### src/rtl/smtarb_pkg.sv
package smtarb_pkg;

    localparam int THREADS   = 2;
    localparam int MAX_SHIFT = 5;
    localparam int SHIFT_W   = $clog2(MAX_SHIFT + 1);
    localparam int QUOTA_W   = MAX_SHIFT + 1;

    typedef enum logic [1:0] {
        MODE_IDLE = 2'd0,
        MODE_SOLO = 2'd1,
        MODE_ALT  = 2'd2,
        MODE_SKEW = 2'd3
    } arb_mode_e;

    typedef struct packed {
        arb_mode_e          mode;
        logic               solo_tid;
        logic               hi_tid;
        logic [SHIFT_W-1:0] shift;
    } arb_plan_t;

    function automatic logic [QUOTA_W-1:0] run_quota(input logic [SHIFT_W-1:0] sh);
        return QUOTA_W'(1) << sh;
    endfunction

endpackage

### src/rtl/smtarb_classify.sv
module smtarb_classify
    import smtarb_pkg::*;
#(
    parameter int PRIO_W = 3,
    parameter int OCC_W  = 6
) (
    input  logic [THREADS-1:0]             ready_i,
    input  logic [THREADS-1:0][PRIO_W-1:0] prio_i,
    input  logic [THREADS-1:0][OCC_W-1:0]  occ_i,
    input  logic [OCC_W-1:0]               limit_i,
    output arb_plan_t                      plan_o
);

    logic [THREADS-1:0] elig;
    logic [THREADS-1:0] over;
    logic [THREADS-1:0] cand;
    logic               both_over;
    logic               hi;
    logic [PRIO_W-1:0]  diff;

    for (genvar t = 0; t < THREADS; t++) begin : g_thr
        assign elig[t] = ready_i[t] && (prio_i[t] != '0);
        assign over[t] = occ_i[t] >= limit_i;
    end

    always_comb begin
        both_over = (elig == 2'b11) && (over == 2'b11);
        cand      = elig & ~over;
        if (cand == '0) begin
            cand = elig;
        end
        hi   = prio_i[1] > prio_i[0];
        diff = hi ? (prio_i[1] - prio_i[0]) : (prio_i[0] - prio_i[1]);

        plan_o          = '0;
        plan_o.hi_tid   = hi;
        plan_o.shift    = (diff > PRIO_W'(MAX_SHIFT)) ? SHIFT_W'(MAX_SHIFT) : SHIFT_W'(diff);
        case (cand)
            2'b00: plan_o.mode = MODE_IDLE;
            2'b01: begin
                plan_o.mode     = MODE_SOLO;
                plan_o.solo_tid = 1'b0;
            end
            2'b10: begin
                plan_o.mode     = MODE_SOLO;
                plan_o.solo_tid = 1'b1;
            end
            default: plan_o.mode = (both_over || diff == '0) ? MODE_ALT : MODE_SKEW;
        endcase
    end

endmodule

### src/rtl/smtarb_skew_counter.sv
module smtarb_skew_counter
    import smtarb_pkg::*;
(
    input  logic      clk,
    input  logic      rst,
    input  arb_plan_t plan_i,
    output logic      pick_low_o
);

    logic [QUOTA_W-1:0] run_cnt;
    logic [QUOTA_W-1:0] quota;

    assign quota      = run_quota(plan_i.shift);
    assign pick_low_o = (plan_i.mode == MODE_SKEW) && (run_cnt >= quota);

    always_ff @(posedge clk) begin
        if (rst) begin
            run_cnt <= '0;
        end else if (plan_i.mode != MODE_SKEW || pick_low_o) begin
            run_cnt <= '0;
        end else begin
            run_cnt <= run_cnt + QUOTA_W'(1);
        end
    end

endmodule

### src/rtl/smtarb_grant_select.sv
module smtarb_grant_select
    import smtarb_pkg::*;
(
    input  logic               clk,
    input  logic               rst,
    input  arb_plan_t          plan_i,
    input  logic               pick_low_i,
    output logic [THREADS-1:0] grant_o,
    output logic               tid_o
);

    logic last_tid;
    logic fire;

    always_comb begin
        fire  = 1'b1;
        tid_o = 1'b0;
        case (plan_i.mode)
            MODE_SOLO: tid_o = plan_i.solo_tid;
            MODE_ALT:  tid_o = ~last_tid;
            MODE_SKEW: tid_o = pick_low_i ? ~plan_i.hi_tid : plan_i.hi_tid;
            default:   fire  = 1'b0;
        endcase
        grant_o = fire ? (THREADS'(1) << tid_o) : '0;
    end

    always_ff @(posedge clk) begin
        if (rst) begin
            last_tid <= 1'b1;
        end else if (fire) begin
            last_tid <= tid_o;
        end
    end

endmodule

### src/rtl/smt_slot_arbiter.sv
module smt_slot_arbiter
    import smtarb_pkg::*;
#(
    parameter int PRIO_W = 3,
    parameter int OCC_W  = 6
) (
    input  logic              clk,
    input  logic              rst,
    input  logic [1:0]        thr_ready_i,
    input  logic [PRIO_W-1:0] thr0_prio_i,
    input  logic [PRIO_W-1:0] thr1_prio_i,
    input  logic [OCC_W-1:0]  thr0_occ_i,
    input  logic [OCC_W-1:0]  thr1_occ_i,
    input  logic [OCC_W-1:0]  occ_limit_i,
    output logic [1:0]        grant_o,
    output logic              grant_tid_o
);

    logic [THREADS-1:0][PRIO_W-1:0] prio_vec;
    logic [THREADS-1:0][OCC_W-1:0]  occ_vec;
    arb_plan_t                      plan;
    logic                           pick_low;

    assign prio_vec = {thr1_prio_i, thr0_prio_i};
    assign occ_vec  = {thr1_occ_i, thr0_occ_i};

    smtarb_classify #(
        .PRIO_W (PRIO_W),
        .OCC_W  (OCC_W)
    ) classify_i (
        .ready_i (thr_ready_i),
        .prio_i  (prio_vec),
        .occ_i   (occ_vec),
        .limit_i (occ_limit_i),
        .plan_o  (plan)
    );

    smtarb_skew_counter skew_i (
        .clk        (clk),
        .rst        (rst),
        .plan_i     (plan),
        .pick_low_o (pick_low)
    );

    smtarb_grant_select select_i (
        .clk        (clk),
        .rst        (rst),
        .plan_i     (plan),
        .pick_low_i (pick_low),
        .grant_o    (grant_o),
        .tid_o      (grant_tid_o)
    );

endmodule

### config.mk
export PLATFORM = sky130hd
export DESIGN_NAME = smt_slot_arbiter
export DESIGN_NICKNAME = d
export VERILOG_FILES = /design/src/rtl/smtarb_pkg.sv /design/src/rtl/smtarb_classify.sv /design/src/rtl/smtarb_skew_counter.sv /design/src/rtl/smtarb_grant_select.sv /design/src/rtl/smt_slot_arbiter.sv
export SDC_FILE = /design/constraint.sdc
export NUM_CORES = 1
export LEC_CHECK = 0
export ABC_AREA = 1
export CAP_MARGIN = 20
export CORE_ASPECT_RATIO = 1.4
export CORE_MARGIN = 2
export CORE_UTILIZATION = 35
export DETAILED_ROUTE_END_ITERATION = 12
export GPL_TIMING_DRIVEN = 0
export PLACE_DENSITY = 0.6
export SYNTH_ARGS = -nofsm -noshare
export SYNTH_HDL_FRONTEND = slang
export SYNTH_SLANG_ARGS = --single-unit
### constraint.sdc
create_clock -name clk -period 5.7 [get_ports clk]
set_clock_uncertainty 0.05 [all_clocks]
set_input_delay 1.14 -clock clk [delete_from_list [all_inputs] [get_ports clk]]
set_output_delay 1.14 -clock clk [all_outputs]
set_load 0.03 [all_outputs]
* Word-level counts from Yosys, hierarchy flattened
Cells that the tools add are included.
Cells by class: add/subtract/negate cells 3, $lt $le $gt $ge 5, eq/ne operators 8, shift operators 2, mux-type cells 10, bitwise operators 4, reduce and logical (&&, ||, !) cells 14
Operators by type and width (count):
- $ge 6x6->1 | 3
- $eq 2x2->1 const B | 5
- $add 6x1->6 const B | 1
- $mux 3 | 2
- $reduce_bool 3->1 | 2
- $shl 1x3->6 const A | 1
- $sub 3x3->3 | 2
- $eq 2x1->1 const B | 2
- $logic_and 1x1->1 | 4
- $logic_not 2->1 | 2
- $mux 1 | 4
- $mux 2 | 2
- $pmux 2 s2 | 1
- $reduce_or 2->1 | 2
- $gt 3x3->1 | 1
- $gt 3x3->1 const B | 1
- $logic_not 3->1 | 1
- $pmux 1 s3 | 1
- $reduce_or 3->1 | 1
- $and 2x2->2 | 1
- $logic_or 1x1->1 | 2
- $ne 2x2->1 const B | 1
- $not 1->1 | 2
- $not 2->2 | 1
- $shl 1x1->2 const A | 1
Storage, ports and cells: register bits after elaboration 7, input bits 28, output and inout port bits 3, word-level logic and storage cells 48

* Depth between registers and ports, before layout
Gate-level depths: netlist of run 1.
word-level depth 14, depth in mapped cells 23, gate-level depth less buffers 23

* By module
A second synthesis of run 1 with hierarchy kept.
Unflattened totals: cell total of the unflattened synthesis 185, area total of the unflattened synthesis 1164.9 um2
Modules (own cells, without submodules):
- smtarb_classify | times used 1, cells an instance 104, area each 619.3 um2, sequential area each 0.0 um2
- smtarb_skew_counter | times used 1, cells an instance 62, area each 434.2 um2, sequential area each 120.1 um2
- smtarb_grant_select | times used 1, cells an instance 19, area each 111.4 um2, sequential area each 20.0 um2

* Least setup slack after synthesis of run 1
OpenSTA, ideal clock, no wires.
path type input to output, start point input thr1_prio_i[0], end point output grant_o[0], arrival 3.654 ns, required time 4.510 ns, slack 0.856 ns, stages 19, buffers on the path 0, cells stage by stage inv_1 ha_1 fa_1 xor2_1 nand3_1 nand2_2 inv_1 nor2_1 nand2_1 ha_1 nand2_1 nand2_1 a21oi_1 nand3_1 nand2_1 inv_1 nand4_1 nand3_2 a21oi_1
Between the ends: longest elaborated chain between the ends 14, elaborated cells between the ends (all ways) 35, classes of those cells 2 x add/sub; 3 x order compare; 6 x eq/ne; 2 x shift; 10 x mux; 2 x bitwise; 10 x reduce/logical
RTL lines:
- from (decl) | line smt_slot_arbiter.sv:11 | input logic [PRIO_W-1:0] thr1_prio_i,
- parallel branches: the longest is 13 deep, another holds $ge 6x6->1
- $mux 2 * | line smtarb_grant_select.sv:24 | grant_o = fire ? (THREADS'(1) << tid_o) : '0;
- to (decl) | line smt_slot_arbiter.sv:15 | output logic [1:0] grant_o,
Mark *: on every way between the ends.

* Worst setup path in the final report of run 1
Ends and elaborated chain as after synthesis.

==> results of run 1 <==
-- cells in the final DEF, fill, tap and decap left out --
master	n
sky130_fd_sc_hd__nor2_2	1
sky130_fd_sc_hd__clkbuf_8	3
sky130_fd_sc_hd__a21o_1	2
sky130_fd_sc_hd__fa_1	2
sky130_fd_sc_hd__o21ai_0	5
sky130_fd_sc_hd__clkdlybuf4s50_1	27
sky130_fd_sc_hd__clkbuf_1	1
sky130_fd_sc_hd__xnor2_1	1
sky130_fd_sc_hd__nand2_2	4
sky130_fd_sc_hd__nand2_4	1
sky130_fd_sc_hd__buf_2	1
sky130_fd_sc_hd__buf_4	1
sky130_fd_sc_hd__nand3b_1	1
sky130_fd_sc_hd__nand3_4	1
sky130_fd_sc_hd__nand3_1	9
sky130_fd_sc_hd__xor2_1	3
sky130_fd_sc_hd__dfxtp_1	7
sky130_fd_sc_hd__a21oi_1	6
sky130_fd_sc_hd__nand4_2	1
sky130_fd_sc_hd__nand3_2	2
sky130_fd_sc_hd__inv_1	43
sky130_fd_sc_hd__nor3_1	1
sky130_fd_sc_hd__ha_1	27
sky130_fd_sc_hd__clkbuf_4	1
sky130_fd_sc_hd__nand2_1	39
sky130_fd_sc_hd__nand4_1	2
sky130_fd_sc_hd__clkbuf_2	1
sky130_fd_sc_hd__nor2_1	15
sky130_fd_sc_hd__a21oi_2	1
sky130_fd_sc_hd__nor3b_2	1
-- registers in the layout, indices dropped and copies added (netlist names) --
signal             cells
skew_i.run_cnt         6
select_i.last_tid      1
-- power breakdown --
part	total [mW]	internal [mW]	switching, mW
Combinational	0.124	0.0552	0.0690
Clock	0.0704	0.0484	0.0220
Sequential	0.0517	0.0506	0.00111
Total	0.246	0.154	0.0921
-- what timing repair did --
| action | CTS | global route |
|---|---|---|
| buffers inserted | 0 | 1 |
| gates cloned | 0 | 0 |
| gates resized for setup | 3 | 11 |
| endpoints found under the setup margin | 3 | 3 |
| pin swaps | 0 | 1 |
-- critical path: stages --
cell	delay, ns
sky130_fd_sc_hd__clkdlybuf4s50_1	0.48
sky130_fd_sc_hd__inv_1	0.06
sky130_fd_sc_hd__ha_1	0.20
sky130_fd_sc_hd__fa_1	0.38
sky130_fd_sc_hd__xor2_1	0.16
sky130_fd_sc_hd__nand3_1	0.11
sky130_fd_sc_hd__nand2_2	0.08
sky130_fd_sc_hd__inv_1	0.07
sky130_fd_sc_hd__nor2_2	0.10
sky130_fd_sc_hd__nand2_1	0.06
sky130_fd_sc_hd__ha_1	0.29
sky130_fd_sc_hd__nand2_1	0.08
sky130_fd_sc_hd__nand2_1	0.06
sky130_fd_sc_hd__a21oi_2	0.15
sky130_fd_sc_hd__nand3_1	0.09
sky130_fd_sc_hd__nand2_1	0.07
sky130_fd_sc_hd__inv_1	0.03
sky130_fd_sc_hd__nand4_1	0.09
sky130_fd_sc_hd__nand3_2	0.10
sky130_fd_sc_hd__a21oi_1	0.15
sky130_fd_sc_hd__clkbuf_2	0.22
-- per-layer routing --
layer,up-vias,part of all wire
met1,479,0.37
met2,21,0.58
li1,610,-
met5,-,0
met4,0,0.012
met3,3,0.036
-- cells by family (layout without fill, tap and decap cells) --
kind of cell | after synthesis | in the layout | synth area share
buffers and inverters | 43 | 78 | 0.139
DFF | 7 | 7 | 0.120
AOI/OAI and AO/OA | 14 | 14 | 0.0644
adders and majority gates | 29 | 29 | 0.324
xor gates and xnor gates | 4 | 4 | 0.0301
and+or+nand+nor | 78 | 78 | 0.322
-- final cells by class --
class                           count  share of cell area
Tap cell                           39              0.0313
Sequential cell                     7              0.0898
Clock buffer                        4              0.0289
Inverter                           43               0.103
Timing Repair Buffer               31               0.189
Multi-Input combinational cell    125               0.557
-- through the flow --
step                      total power [mW]  setup slack [ns]
final                                0.246             0.334
after global routing                 0.272            0.0119
after CTS                            0.247            0.0381
after detailed placement             0.177            -0.228
after global placement               0.173            -0.172
after floorplan                      0.136             0.856
-- path summary, 6_finish.rpt --
check | endpoint | slack, ns
setup reg to reg | skew_i.run_cnt[2]$_SDFF_PP0_ | 3.99
hold / removal | skew_i.run_cnt[0]$_SDFF_PP0_ | 0.43
hold reg to reg | skew_i.run_cnt[0]$_SDFF_PP0_ | 0.43
setup / recovery | grant_o[0] | 0.33
==> summary by stage, run 1 <==
Cells and area
The number of inserted filler cells in the final layout is 355. The final net count is 268. The area overhead of the layout relative to synthesis is 33.9%. Registers take 140 µm².

The count of cells in the finished layout, fillers not included, comes to 249. The final non-filler cell area is 0.00156 mm². The combined area of the multi-input logic cells is 870 µm². In the final layout, the share of cells above drive strength 1 is 0.0905. The antenna diode count is 0. The final cell utilization of the core is 0.495.

Global route
The layer carrying the most global-route usage is met2. Across every metal layer, demand over resource in global routing totals 0.134. The number of global-route vias before repair is 1052.

The met1 layer usage reported by global route is 0.122. The residual overflow from global routing is 0. The met2 usage is 0.278. In the global route stage, met3 resource usage came out at 0.0206. The initial antenna violation count is 0. The first-pass GRT wire length is 3.91 mm. Entering global routing, the biggest net connects 7 pins.

Yosys
After synthesis, the netlist uses 21 different library cells. The post-synth net total is 232. During synthesis, Yosys emitted a total of 0 warnings. Of the post-synthesis cell area, the dominant cell type holds 0.290. Counting instances in the post-synthesis netlist gives the leading cell types as sky130_fd_sc_hd__inv_1, sky130_fd_sc_hd__nand2_1, sky130_fd_sc_hd__ha_1.

The average instance in the mapped netlist occupies 6.66 µm². Synthesis produced 175 cells. Counting flops and latches in the post-synthesis netlist gives 7.

In the synthesized netlist the dominant register cell turns out to be sky130_fd_sc_hd__dfxtp_1. Ranked by total cell area, the synthesized netlist is headed by sky130_fd_sc_hd__ha_1, sky130_fd_sc_hd__inv_1, sky130_fd_sc_hd__nand2_1. sky130_fd_sc_hd__ha_1 takes more of the synthesized area than any other cell. The dominant cell by count in the synthesized netlist is sky130_fd_sc_hd__inv_1. The synthesized design contains 0 enable-type register cells.

The proportion of synthesized chip area in sequential cells is 0.120. The async set or reset register ratio after synthesis is 0. After synthesis the cells add up to 0.00116 mm².

Floorplanning
For this configuration, the core starts out at a cell density of 0.369. The die outline area is 0.00381 mm². The placeable core region is 0.00315 mm². For this design the top-level I/O count stands at 31. The floorplan has 24 rows. From bottom edge to top edge, the die measures 72.3 µm. In this run the horizontal extent of the chip is 52.8 µm.

STA
Derived from the worst setup path, the maximum achievable clock frequency is 186 MHz. The number of hold violations in the final report came to 0. The hold slack is 0.430 ns. In the final timing run, aggregate negative setup slack is 0 ns. The final number of max-transition violations came to 0. Setup violations remaining at the end of the flow were counted as 0. Setup repair after global routing left no endpoint under its margin. The final worst-path cycle share is 0.941. The worst slew margin relative to its limit is 0.702.

At the pin with the least slew margin, the transition time is 0.443 ns. After layout, the minimum clock period comes to 5.37 ns.

CTS
The tree built by TritonCTS fans out to 7 sinks. The H-tree level count is 1. The root buffer selected by CTS is sky130_fd_sc_hd__clkbuf_8. Buffers inserted to repair hold after CTS numbered 0. The TritonCTS clock tree is yes. The clock slew seen by the registers of the worst setup and hold paths is 0.04 ns.

The worst-case clock buffer depth is 2. Buffers inserted during clock tree synthesis total 3. The clock latency of the later-clocked register in the worst-skew pair is 0.23 ns.

Setup path
The launching point of the worst reg2reg path is skew_i.run_cnt[0]$_SDFF_PP0_. The required time at the endpoint of the critical path is 4.51 ns. STA classifies the critical path startpoint as an input port. The worst setup path is of the in -> out kind.

The worst register-to-register path has a depth of 11. For the worst setup path, the data arrival time is 4.18 ns. The start point of the critical path is thr1_prio_i[0]. In this run the worst path has a maximum fanout of 3. The worst setup path is captured at a primary output.

Power
The static power due to leakage is 0.842 nW. Dividing total power by cell area gives a power density of 158 mW/mm². The worst-case IR drop observed on VDD is 98.3 µV.

Detailed routing
The ratio of routed vias to standard cells is 4.47. The DRC violations left is 0. The per-cell routed wire length is 9.15 µm. The pre-antenna-repair detailed-routing pass consisted of 2 iterations. The post-detailed-route count of antenna-violating nets is 0. The via total after detailed routing is 1113. After the first detailed-routing iteration, the DRC count stood at 2. The final wirelength is 2.28 mm.

Hold path
The number of cells on the worst hold path is 1. The worst min-delay path category is reg -> reg. The startpoint identified for the worst hold timing path is skew_i.run_cnt[0]$_SDFF_PP0_.

Flow run
The number of maximum-capacitance violations is 0.

Place
The estimated wirelength of the detail-placed design is 2.10 mm. The count of buffers from port buffering is 30. Including well taps, the total number of placed cells is 244. The standard cell area after detailed placement is 0.00151 mm². Routability-driven placement finished with a final weighted congestion of 0.702.

Status
The run finished with clean final reports.
No activity file was read; power rests on OpenSTA's default activity.
==> inputs of run 2 (changes only) <==
CAP_MARGIN = default   (was 20)
CTS_CLUSTER_SIZE = 10   (was default)
==> results of run 2 <==
The final DEF is identical to that of run 1; final timing and power are the same.
